--- src/rtl/pkt_rx_pkg.sv ---
package pkt_rx_pkg;
  typedef enum logic [1:0] {
    ST_IDLE = 2'd0,
    ST_DATA = 2'd1,
    ST_CRC  = 2'd2,
    ST_END  = 2'd3
  } rx_state_t;

  localparam int          CRC_W    = 16;
  localparam logic [15:0] CRC_POLY = 16'h1021;
endpackage

--- src/rtl/pkt_rx_crc.sv ---
module pkt_rx_crc #(
  parameter int               W    = 16,
  parameter logic [W-1:0]     POLY = 16'h1021
) (
  input  logic         clk,
  input  logic         rst,
  input  logic         clr,
  input  logic         en,
  input  logic         bit_in,
  output logic [W-1:0] crc
);
  logic         fb;
  logic [W-1:0] nxt;

  assign fb = crc[W-1] ^ bit_in;

  // one LFSR tap per bit position
  for (genvar i = 0; i < W; i++) begin : g_tap
    if (i == 0) begin : g_lsb
      assign nxt[i] = fb;
    end else begin : g_hi
      assign nxt[i] = crc[i-1] ^ (POLY[i] & fb);
    end
  end

  always_ff @(posedge clk) begin
    if (rst || clr) crc <= '0;
    else if (en)    crc <= nxt;
  end
endmodule

--- src/rtl/pkt_rx_shift.sv ---
module pkt_rx_shift #(
  parameter int W = 8
) (
  input  logic         clk,
  input  logic         rst,
  input  logic         en,
  input  logic         bit_in,
  output logic [W-1:0] q
);
  always_ff @(posedge clk) begin
    if (rst)     q <= '0;
    else if (en) q <= {q[W-2:0], bit_in};
  end
endmodule

--- src/rtl/pkt_rx_ctrl.sv ---
module pkt_rx_ctrl
  import pkt_rx_pkg::*;
#(
  parameter int BYTE_W = 8,
  parameter int LEN_W  = 12
) (
  input  logic              clk,
  input  logic              rst,
  input  logic              sdi,
  input  logic              fixed_mode,
  input  logic [LEN_W-1:0]  blk_len,
  input  logic              stop,
  input  logic [BYTE_W-1:0] data_sh,
  input  logic [CRC_W-1:0]  rx_crc,
  input  logic [CRC_W-1:0]  calc_crc,
  output logic              crc_clr,
  output logic              data_en,
  output logic              crc_sh_en,
  output logic [BYTE_W-1:0] byte_out,
  output logic              byte_vld,
  output logic              pkt_done,
  output logic              crc_err,
  output logic              frm_err
);
  localparam int BIT_CW = $clog2(BYTE_W);
  localparam int CRC_CW = $clog2(CRC_W);
  localparam logic [BIT_CW-1:0] BIT_LAST = BIT_CW'(BYTE_W - 1);
  localparam logic [CRC_CW-1:0] CRC_LAST = CRC_CW'(CRC_W - 1);
  localparam logic [LEN_W-1:0]  LEN_ONE  = LEN_W'(1);

  rx_state_t          st;
  logic               mode_q;
  logic [LEN_W-1:0]   len_q;
  logic [LEN_W-1:0]   byte_cnt;
  logic [BIT_CW-1:0]  bit_cnt;
  logic [CRC_CW-1:0]  crc_cnt;
  logic               stop_seen;
  logic               byte_last;

  assign crc_clr   = (st == ST_IDLE) && !sdi;
  assign data_en   = (st == ST_DATA);
  assign crc_sh_en = (st == ST_CRC);
  assign byte_last = (bit_cnt == BIT_LAST);

  always_ff @(posedge clk) begin
    if (rst) begin
      st        <= ST_IDLE;
      mode_q    <= 1'b0;
      len_q     <= '0;
      byte_cnt  <= '0;
      bit_cnt   <= '0;
      crc_cnt   <= '0;
      stop_seen <= 1'b0;
      byte_out  <= '0;
      byte_vld  <= 1'b0;
      pkt_done  <= 1'b0;
      crc_err   <= 1'b0;
      frm_err   <= 1'b0;
    end else begin
      byte_vld <= 1'b0;
      pkt_done <= 1'b0;
      crc_err  <= 1'b0;
      frm_err  <= 1'b0;
      unique case (st)
        ST_IDLE: begin
          if (!sdi) begin
            st        <= ST_DATA;
            mode_q    <= fixed_mode;
            len_q     <= blk_len;
            byte_cnt  <= '0;
            bit_cnt   <= '0;
            stop_seen <= 1'b0;
          end
        end
        ST_DATA: begin
          bit_cnt <= bit_cnt + 1'b1;
          if (!mode_q && stop) stop_seen <= 1'b1;
          if (byte_last) begin
            byte_out <= {data_sh[BYTE_W-2:0], sdi};
            byte_vld <= 1'b1;
            byte_cnt <= byte_cnt + 1'b1;
            if (mode_q) begin
              if (byte_cnt == len_q - LEN_ONE) begin
                st      <= ST_CRC;
                crc_cnt <= '0;
              end
            end else if (stop_seen || stop) begin
              st <= ST_END;
            end
          end
        end
        ST_CRC: begin
          crc_cnt <= crc_cnt + 1'b1;
          if (crc_cnt == CRC_LAST) st <= ST_END;
        end
        ST_END: begin
          pkt_done <= 1'b1;
          frm_err  <= !sdi;
          crc_err  <= mode_q && (rx_crc != calc_crc);
          st       <= ST_IDLE;
        end
        default: st <= ST_IDLE;
      endcase
    end
  end


  valid_pulse_chk: assert property (@(posedge clk) disable iff (rst)
    byte_vld |=> !byte_vld);


  done_pulse_chk: assert property (@(posedge clk) disable iff (rst)
    pkt_done |=> !pkt_done);


  err_qual_chk: assert property (@(posedge clk) disable iff (rst)
    (crc_err || frm_err) |-> pkt_done);


  stream_nocrc_chk: assert property (@(posedge clk) disable iff (rst)
    (pkt_done && !mode_q) |-> !crc_err);


  crc_only_fixed_chk: assert property (@(posedge clk) disable iff (rst)
    (st == ST_CRC) |-> mode_q);


  byte_done_excl_chk: assert property (@(posedge clk) disable iff (rst)
    byte_vld |-> !pkt_done);
endmodule

--- src/rtl/pkt_rx.sv ---
module pkt_rx
  import pkt_rx_pkg::*;
#(
  parameter int BYTE_W = 8,
  parameter int LEN_W  = 12
) (
  input  logic              clk,
  input  logic              rst,
  input  logic              sdi,
  input  logic              fixed_mode,
  input  logic [LEN_W-1:0]  blk_len,
  input  logic              stop,
  output logic [BYTE_W-1:0] byte_out,
  output logic              byte_vld,
  output logic              pkt_done,
  output logic              crc_err,
  output logic              frm_err
);
  logic              crc_clr;
  logic              data_en;
  logic              crc_sh_en;
  logic [BYTE_W-1:0] data_sh;
  logic [CRC_W-1:0]  rx_crc;
  logic [CRC_W-1:0]  calc_crc;

  pkt_rx_crc #(.W(CRC_W), .POLY(CRC_POLY)) u_crc (
    .clk(clk), .rst(rst), .clr(crc_clr), .en(data_en),
    .bit_in(sdi), .crc(calc_crc)
  );

  pkt_rx_shift #(.W(BYTE_W)) u_dsh (
    .clk(clk), .rst(rst), .en(data_en), .bit_in(sdi), .q(data_sh)
  );

  pkt_rx_shift #(.W(CRC_W)) u_csh (
    .clk(clk), .rst(rst), .en(crc_sh_en), .bit_in(sdi), .q(rx_crc)
  );

  pkt_rx_ctrl #(.BYTE_W(BYTE_W), .LEN_W(LEN_W)) u_ctrl (
    .clk(clk), .rst(rst), .sdi(sdi), .fixed_mode(fixed_mode),
    .blk_len(blk_len), .stop(stop), .data_sh(data_sh),
    .rx_crc(rx_crc), .calc_crc(calc_crc), .crc_clr(crc_clr),
    .data_en(data_en), .crc_sh_en(crc_sh_en), .byte_out(byte_out),
    .byte_vld(byte_vld), .pkt_done(pkt_done), .crc_err(crc_err),
    .frm_err(frm_err)
  );
endmodule

--- config.mk ---
export PLATFORM = sky130hd
export DESIGN_NAME = pkt_rx
export DESIGN_NICKNAME = d
export VERILOG_FILES = /design/src/rtl/pkt_rx_pkg.sv /design/src/rtl/pkt_rx_crc.sv /design/src/rtl/pkt_rx_shift.sv /design/src/rtl/pkt_rx_ctrl.sv /design/src/rtl/pkt_rx.sv
export SDC_FILE = /design/constraint.sdc
export NUM_CORES = 1
export LEC_CHECK = 0
export ABC_CLOCK_PERIOD_IN_PS = 2300
export BUFFER_PORTS_ARGS = -buffer_cell sky130_fd_sc_hd__buf_2
export CORE_MARGIN = 2
export CORE_UTILIZATION = 30
export CTS_CLUSTER_SIZE = 30
export DETAILED_ROUTE_END_ITERATION = 10
export GPL_TIMING_DRIVEN = 0
export SYNTH_ARGS = -nofsm -noshare
export SYNTH_HDL_FRONTEND = slang
export SYNTH_SLANG_ARGS = --single-unit
--- constraint.sdc ---
create_clock -name clk -period 2.3 [get_ports clk]
set_input_delay 0.115 -clock clk [delete_from_list [all_inputs] [get_ports clk]]
set_output_delay 0.115 -clock clk [all_outputs]
set_load 0.05 [all_outputs]
==> impl_metrics.toml, run 1 <==
[floorplan]
initial_core_util = 0.3045
die_y_um = 119.5
fp.coreArea_um2 = 13140
die_w_um = 119.5
ios = 29
num_rows = 42
die_area_um2 = 14270

[logic_synthesis]
async_reset_ff_frac = 0
ys_warn_count = 0
synthSimpleGateAreaFrac = 0.2077
ys_seq_elements = 86
synth_ff_type = "dfxtp_1"
syn_avg_cell_area_um2 = 8.734
synthMuxAreaShare = 0.09790
synth_adder_area_share = 0.02815
synth_top_family_by_area = "simple AND/OR/NAND/NOR gates"
netlist_area_um2 = 4000
synth_seq_area_share = 0.4304
synth_fp_nets = 484
netlist_instances = 458
synthXorXnorAreaFrac = 0.08539
synth_compound_area_frac = 0.1157
yosys.cell_types.count = 50
synth_edf_count = 0

[clock_network]
clockBufferDepth = 2
worst_skew_pair.late_latency_ns = 0.35
cts-buffers-inserted = 9
cts_sinks = 86
cts_tree = "built"
clkTransAtPathRegs_ns = 0.06
cts-root-buf = "clkbuf_16"
htree_levels = 3

[timing]
hold_viol = 0
setup_slack_ns = -0.1395
setup_violations = 6
fin_setup_tns_ns = -0.6688
fmax_mhz = 409.9
rsz0062_at_grt = "yes"
relSlewSlack = 0.4978
post-route-min-period_ns = 2.439
tightest_slew_ns = 0.7533
clock_skew_ns = 0.004226
post-route-period-util = 1.061
slew_viol_final = 0

[setup_path]
r2r_start = "u_ctrl.len_q[3]$_SDFFE_PP0P_"
cp.arrival_ns = 2.71
worstRegToRegCells = 9
cp_max_fo = 6
setup.worst_path.class = "reg -> reg"
worst_setup_path_end_kind = "flop"
worstPathRequired_ns = 2.57
worst_setup_path_start_kind = "flop"
rrSetupSlack_ns = -0.14
timing.rr.end = "u_ctrl.crc_cnt[3]$_SDFFE_PP0P_"

[placed_design]
gp_congestion = 0.8409
io_buffer_count = 27
place_area_um2 = 4357
placedCellCount = 661
dpl_worst_slack_ns = -0.3416
dp_hpwl_um = 6773

[pwr]
ir_drop_mv = 0.5198
p_leak_nw = 1.916
p_per_area_nw_per_um2 = 904.5

[outcome]
violations = "negative setup slack"
status = "complete, but fails checks"

[worst_hold_path]
holdCritStartpoint = "blk_len[3]"
worstHoldPathCells = 3
holdCritPathClass = "in -> reg"
holdPathEnd = "u_ctrl.len_q[3]$_SDFFE_PP0P_"

[layout]
layout.nets = 533
drive_gt1_frac = 0.1680
final_cells = 688
num-fill-cells = 1350
antennaDiodeCount = 0
finish.utilization = 0.3702
syn2layout_area_growth_pct = 21.58
postLayoutCellArea_um2 = 4863

[detailed_routing]
firstDrtPassIters = 6
routedWlPerCell_um = 14.04
routed_wl_um = 9657
routed_via_density = 4.879
drc = 0
drtAntennaViolNets = 0
vias = 3357
drt-initial-drc-count = 255

[global_route]
grt_max_degree = 20
grt_pass1_vias = 3371
grtUsageTotal = 0.1385
grt_antenna_before_repair = 0
grt_pass1_wl_um = 15780
grt_overflow = 0

[flow_run]
maxCapViolCount = 0
==> logic make-up after synthesis <==
group                    count (synthesis)
XOR/XNOR                                39
adder cells (fa/ha/maj)                  9
multiplexers                            39
AO/OA/AOI/OAI                           67
AND/OR/NAND/NOR                        182
buffers and inverters                   36
flip-flops                              86
==> through the flow <==
| step | total power [W] | hold WS, ns |
|---|---|---|
| final | 0.004399 | 0.006759 |
| after global routing | 0.004648 | 0.006982 |
| after CTS | 0.004339 | 0.0002183 |
| after detailed placement | 0.002884 | 0.3619 |
| after global placement | 0.002841 | 0.3582 |
| after floorplan | 0.002617 | 0.2016 |
==> worst max path at each step <==
stage / start / depth (start not counted) / slack (ns) / to
2_1_floorplan: u_ctrl.len_q[2]$_SDFFE_PP0P_ / 8 / 0.02 / u_ctrl.st[1]$_SDFFE_PP0P_
5_1_grt: u_ctrl.len_q[3]$_SDFFE_PP0P_ / 9 / -0.22 / u_ctrl.crc_cnt[3]$_SDFFE_PP0P_
3_5_place_dp: u_ctrl.st[1]$_SDFFE_PP0P_ / 7 / -0.34 / u_crc.crc[6]$_SDFFE_PP0P_
6_report: u_ctrl.len_q[3]$_SDFFE_PP0P_ / 9 / -0.14 / u_ctrl.crc_cnt[3]$_SDFFE_PP0P_
3_3_place_gp: u_ctrl.st[1]$_SDFFE_PP0P_ / 7 / -0.31 / u_crc.crc[3]$_SDFFE_PP0P_
4_1_cts: u_ctrl.st[0]$_SDFFE_PP0P_ / 9 / -0.07 / u_ctrl.byte_cnt[5]$_SDFFE_PP0P_
==> Yosys cell counts, types with 2 or more instances <==
library cell	count	area share
or3_1	6	0.0094
a31oi_1	3	0.0047
and3_1	5	0.0078
nand2_1	63	0.059
nand2b_1	3	0.0047
ha_1	9	0.028
a211oi_1	2	0.0038
a22oi_1	3	0.0056
xor2_1	24	0.053
o31ai_1	2	0.0038
a32oi_1	2	0.0044
a41o_1	2	0.0050
xnor2_1	15	0.033
nor4_1	8	0.013
clkbuf_1	16	0.015
buf_1	4	0.0038
buf_2	3	0.0038
nor3_1	5	0.0063
dfxtp_1	86	0.43
nand4_1	6	0.0094
nor2b_1	7	0.011
nand3_1	9	0.011
mux2i_1	38	0.095
nor2_1	62	0.058
a21oi_1	31	0.039
o21ai_0	8	0.010
inv_1	13	0.012
==> final cells by class <==
class                      count  area, um2  share of cell area
buffer                        22      98.84             0.02032
clock buffer                  10      229.0             0.04708
clock inverter                 6      47.55            0.009776
inverter                      13      48.80             0.01003
multi-input combinational    336       2255              0.4636
sequential                    86       1737              0.3571
tap                          176      220.2             0.04528
timing repair buffer          39      227.7             0.04682
==> critical path, cell delays in order (launching register included) <==
cell and delay, ns:
dfxtp_4 0.36, or3_1 0.38, buf_6 0.15, o311a_1 0.32
a2bb2oi_2 0.21, nand4_4 0.17, o41ai_4 0.36, buf_4 0.19
a31oi_1 0.09, a21oi_1 0.14
==> repair_timing <==
item / CTS / global route
buffers inserted: 9 / 2
endpoints found under the hold margin: 1 / 0
hold buffers: 1 / 0
setup endpoints to repair: 21 / 23
pin swaps: 9 / 1
gates resized for setup: 20 / 15
==> report_power, final <==
part | internal [W] | switching (W)
sequential | 0.00158 | 0.000107
combinational | 0.000542 | 0.000821
clock | 0.000739 | 0.000608
total | 0.00286 | 0.00154
==> metal layers <==
layer	track usage	up-vias	share of wire
met4	0.05956	0	0.026
met3	0.03496	23	0.040
met5	0	-	0
met2	0.2418	63	0.50
met1	0.1598	1603	0.43
li1	-	1668	-
==> registers in the layout (all words and copies together) (netlist names) <==
name / count
u_ctrl.byte_out: 8
u_ctrl.pkt_done: 1
u_ctrl.frm_err: 1
u_ctrl.byte_cnt: 12
u_ctrl.mode_q: 1
u_ctrl.stop_seen: 1
u_ctrl.crc_cnt: 4
u_crc.crc: 16
u_ctrl.bit_cnt: 3
u_dsh.q: 7
u_ctrl.st: 2
u_ctrl.len_q: 12
u_csh.q: 16
u_ctrl.crc_err: 1
u_ctrl.byte_vld: 1
==> placed cells by master (no fill, tap or decap), types with 2 or more instances in the layout <==
cell       count
or3_1          6
nand2_1       62
buf_4         11
nor4_2         3
inv_1         13
nand3_1        8
dfxtp_1       82
clkbuf_16      9
o31ai_1        2
nor4_1         5
xor2_1        24
nand2b_1       3
nor2_1        61
nor3_1         3
buf_1          3
a41o_1         2
clkbuf_1      14
xnor2_1       15
a21oi_2        3
a32oi_1        2
o311ai_4       2
o21ai_0        7
clkinv_4       3
ha_1           9
a31oi_1        3
clkbuf_2       2
a22oi_1        3
a211oi_1       2
buf_2         29
mux2i_1       38
and3_1         5
nand4_1        6
nor2b_1        7
a21oi_1       29
dfxtp_4        4
Power figures use the tool's default switching activity.
==> run 2, diff against run 1 <==
Settings changed: ABC_CLOCK_PERIOD_IN_PS 2300 to 2900, HOLD_SLACK_MARGIN from default to 0.08.
Clock period 2.3 ns to 2.9 ns, I/O delays scaled along.
==> impl_metrics.toml, run 2 (synthesized netlist as in run 1, its figures left out) <==
[timing]
rsz0062_at_grt = "no"
whs_ns = 0.1294
post-route-min-period_ns = 2.728
clock_skew_ns = 0.008240
fin_setup_tns_ns = 0
fmax_mhz = 366.6
post-route-period-util = 0.9406
slew_viol_final = 0
hold_viol = 0
tightest_slew_ns = 0.7690
setup_violations = 0
relSlewSlack = 0.4873

[detailed_routing]
vias = 3309
routedWlPerCell_um = 13.29
routed_via_density = 4.796
routed_wl_um = 9171
drtAntennaViolNets = 0
drt-initial-drc-count = 226
firstDrtPassIters = 4
drc = 0

[layout]
syn2layout_area_growth_pct = 19.86
reg.largest.list = "u_crc.crc (16), u_csh.q (16)"
multi_input_area_um2 = 2140
final_common_cell = "dfxtp_1"
layout.nets = 535
antennaDiodeCount = 0
drive_gt1_frac = 0.1089
postLayoutCellArea_um2 = 4795
layout_common_cells = "dfxtp_1 (86), nand2_1 (63), nor2_1 (62)"
regArea_um2 = 1722
num-fill-cells = 1363

[setup_path]
setup.worst_path.class = "reg -> reg"
worstPathRequired_ns = 3.13
crit_family = "compound AO/OA/AOI/OAI gates"
cpPeakStageDelay_ns = 0.53
cp_max_fo = 8
path_cells = "inv_1 -> ha_1 -> clkbuf_1 -> xnor2_1 -> a21o_1 -> o21ai_0 -> nand4_2 -> o41ai_4 -> a211o_1 -> nand2_1"
worst_setup_path_end_kind = "flop"
worst_setup_path_start_kind = "flop"
cp_num_buf_inv = 2
crit_slowest_cell = "o41ai_4"
cp.arrival_ns = 2.96

[pwr]
p_per_area_nw_per_um2 = 723.6
ir_drop_mv = 0.3719
p_leak_nw = 1.903

[clock_network]
clockBufferDepth = 2
clkTransAtPathRegs_ns = 0.06
cts_setup_buffers = 0
cts_tree = "built"
htree_levels = 3
worst_skew_pair.late_latency_ns = 0.34
cts_sinks = 86
cts-root-buf = "clkbuf_16"
cts-buffers-inserted = 9

[global_route]
grt_max_degree = 16
grtUsageTotal = 0.1339
grt_pass1_vias = 3349
grt_overflow = 0
grt_pass1_wl_um = 15500
grt_antenna_before_repair = 0

[placed_design]
dp_hpwl_um = 6713
place_area_um2 = 4355
io_buffer_count = 27
gp_congestion = 0.8425

[floorplan]
ios = 29
fp.coreArea_um2 = 13140
num_rows = 42
die_area_um2 = 14270
die_y_um = 119.5
die_w_um = 119.5
initial_core_util = 0.3045

[outcome]
status = "finished, final reports clean"

[flow_run]
maxCapViolCount = 0

[worst_hold_path]
holdCritPathClass = "in -> reg"
## run 2: cell types whose count changed in the layout (fill, tap and decap cells not counted), sizes merged
cell / change
inv: +1
clkinv: -2
bufinv: +1
buf: -10
dlygate4sd3: +12
## run 2: what timing repair did
action / 4_1_cts / 5_1_grt
setup endpoints to repair: 0 / 2
hold endpoints to repair: 13 / 0
gates resized for setup: 0 / 2
hold buffers: 13 / 0
## run 2: report_power, final
group / internal, W / total (W) / switching, W
combinational: 0.000369 / 0.000953 / 0.000583
clock: 0.000697 / 0.00118 / 0.000485
sequential: 0.00125 / 0.00134 / 0.0000836
## run 2: final cells by class
cell class / count / area share
plain buffers: 23 / 0.01905
inverters: 13 / 0.01018
clock inverters: 6 / 0.01435
flip-flops and latches: 86 / 0.3591
clock buffers: 10 / 0.04984
multi-input cells: 336 / 0.4462
well taps: 176 / 0.04593
repair buffers: 40 / 0.05532
## run 2: worst paths after layout
path | from | endpoint | slack [ns] | cells after the start
max reg2reg | u_ctrl.len_q[0]$_SDFFE_PP0P_ | u_ctrl.st[0]$_SDFFE_PP0P_ | 0.17 | 10
max | u_ctrl.len_q[0]$_SDFFE_PP0P_ | u_ctrl.st[0]$_SDFFE_PP0P_ | 0.17 | 10
min | rst | u_ctrl.pkt_done$_SDFF_PP0_ | 0.13 | 2
min reg2reg | u_ctrl.byte_out[2]$_SDFFE_PP0P_ | u_ctrl.byte_out[2]$_SDFFE_PP0P_ | 0.45 | 2
## run 2: stage by stage
| step | power, W | setup WS, ns | util | instances |
|---|---|---|---|---|
| 6_report | 0.003469 | 0.1722 | 0.3650 | 690 |
| 4_1_cts | 0.003496 | 0.1912 | 0.3649 | 690 |
| 5_1_grt | 0.003652 | 0.03829 | 0.3650 | 690 |
| 3_3_place_gp | 0.002253 | 0.2999 | 0.3315 | 661 |
| 3_5_place_dp | 0.002294 | 0.2044 | 0.3315 | 661 |
| 2_1_floorplan | 0.002075 | 0.5643 | - | 458 |
## run 2: metal layers
metal / wire, um / part of all wire / up-vias / GRT usage
met2: 4530 / 0.49 / 50 / 0.2357
li1: - / - / 1671 / -
met3: 277 / 0.030 / 11 / 0.03544
met1: 4256 / 0.46 / 1577 / 0.1640
met4: 106 / 0.012 / 0 / 0.02721
met5: 0 / 0 / - / 0
==> run 3, diff against run 2 <==
Settings changed: ABC_CLOCK_PERIOD_IN_PS 2900 to 3500, GPL_TIMING_DRIVEN 0 to 1, TNS_END_PERCENT from default to 100.
Clock period 2.9 ns to 3.5 ns, I/O delays scaled along.
==> impl_metrics.toml, run 3 (synthesized netlist as in run 1, its figures left out) <==
[setup_path]
cp_max_fo = 7
crit_slowest_cell = "o41ai_4"
setup.worst_path.class = "reg -> reg"
cp_num_buf_inv = 1
cp.arrival_ns = 2.80
worst_setup_path_start_kind = "flop"
r2r_start = "u_ctrl.len_q[0]$_SDFFE_PP0P_"
crit_family = "compound AO/OA/AOI/OAI gates"
cpPeakStageDelay_ns = 0.47
critPathLaunch = "u_ctrl.len_q[0]$_SDFFE_PP0P_"
path_cells = "inv_1 -> ha_1 -> xor2_1 -> o221ai_1 -> nor4_1 -> nand4_2 -> o41ai_4 -> a31oi_1 -> a21oi_1"
worstPathRequired_ns = 3.77
worst_setup_path_end_kind = "flop"

[clock_network]
htree_levels = 3
cts_sinks = 86
cts-buffers-inserted = 9
cts_tree = "built"
worst_skew_pair.late_latency_ns = 0.34
cts-hold-fix-buffers = 8
cts_setup_buffers = 0
post_cts.resized_instances = 0
clkTransAtPathRegs_ns = 0.06
cts-root-buf = "clkbuf_16"
clockBufferDepth = 2

[detailed_routing]
routedWlPerCell_um = 12.94
drt-initial-drc-count = 131
firstDrtPassIters = 6
drc = 0
routed_wl_um = 8630
vias = 3173
routed_via_density = 4.757
drtAntennaViolNets = 0

[layout]
antennaDiodeCount = 0
layout.nets = 512
reg.largest.list = "u_crc.crc (16), u_csh.q (16)"
drive_gt1_frac = 0.1181
syn2layout_area_growth_pct = 17.27
final_common_cell = "dfxtp_1"
finish.utilization = 0.3570
layout_common_cells = "dfxtp_1 (86), nand2_1 (63), nor2_1 (62)"

[pwr]
p_leak_nw = 1.863
power.total_w = 0.002830
ir_drop_mv = 0.3386
p_per_area_nw_per_um2 = 603.2

[floorplan]
die_y_um = 119.5
initial_core_util = 0.3045
fp.coreArea_um2 = 13140
num_rows = 42
die_area_um2 = 14270
ios = 29
die_w_um = 119.5

[global_route]
grt_pass1_vias = 3086
grt_overflow = 0
grt_pass1_wl_um = 14670
grt_antenna_before_repair = 0
grt_max_degree = 43
grtUsageTotal = 0.1261

[timing]
setup_slack_ns = 0.9673
setup_violations = 0
post-route-min-period_ns = 2.533
relSlewSlack = 0.3342
tightest_slew_ns = 0.9966
hold_viol = 0
fin_setup_tns_ns = 0
slew_viol_final = 0
whs_ns = 0.09303
fmax_mhz = 394.8
clock_skew_ns = 0.005747
rsz0062_at_grt = "no"
post-route-period-util = 0.7236

[placed_design]
dp_hpwl_um = 6035
io_buffer_count = 28
dpl_worst_slack_ns = 1.025
gp_congestion = 0.8509

[worst_hold_path]
holdCritPathClass = "in -> reg"
holdCritStartpoint = "blk_len[6]"

[outcome]
status = "finished, final reports clean"

[flow_run]
maxCapViolCount = 0
-- run 3: cell types whose count changed in the layout (fill, tap and decap cells not counted), sizes merged --
cell,change
buf,-2
clkbuf,-16
dlygate4sd3,-5
-- run 3: layer usage --
metal | global-route usage | up-vias | part of all wire
met5 | 0 | - | 0
met2 | 0.2089 | 36 | 0.47
met1 | 0.1614 | 1498 | 0.48
met4 | 0.02721 | 0 | 0.0094
met3 | 0.03879 | 10 | 0.034
li1 | - | 1629 | -
-- run 3: tightest hold or removal path: cells and delay by family --
family | cells | cell delay [ns]
AO/OA/AOI/OAI | 1 | 0.05
buffers and inverters | 1 | 0.10
AND/OR/NAND/NOR | 1 | 0.05
-- run 3: worst paths after layout --
path | endpoint | slack (ns) | cells past startpoint
min | u_ctrl.len_q[6]$_SDFFE_PP0P_ | 0.09 | 3
max reg2reg | u_ctrl.crc_cnt[3]$_SDFFE_PP0P_ | 0.97 | 9
max | u_ctrl.crc_cnt[3]$_SDFFE_PP0P_ | 0.97 | 9
min reg2reg | u_ctrl.byte_out[4]$_SDFFE_PP0P_ | 0.46 | 2
-- run 3: area by class of cell --
type | count | area (um2)
fill | 1345 | 8447
clock inverter | 6 | 68.82
multi-input combinational | 336 | 2142
clock buffer | 10 | 239.0
sequential | 86 | 1722
inverter | 13 | 48.80
timing repair buffer | 40 | 250.2
tap | 176 | 220.2
-- run 3: per-stage QoR --
| stage | std cells | instance area (um2) |
|---|---|---|
| CTS | 667 | 4691 |
| finish | 667 | 4691 |
| global placement | 643 | 4303 |
| detailed placement | 643 | 4303 |
| floorplan | 458 | 4000 |
| global route | 667 | 4691 |
-- run 3: power by group --
group	total, W	internal, W	switching (W)
sequential	0.00110	0.00104	0.0000653
combinational	0.000752	0.000294	0.000458
clock	0.000975	0.000577	0.000398
total	0.00283	0.00191	0.000922
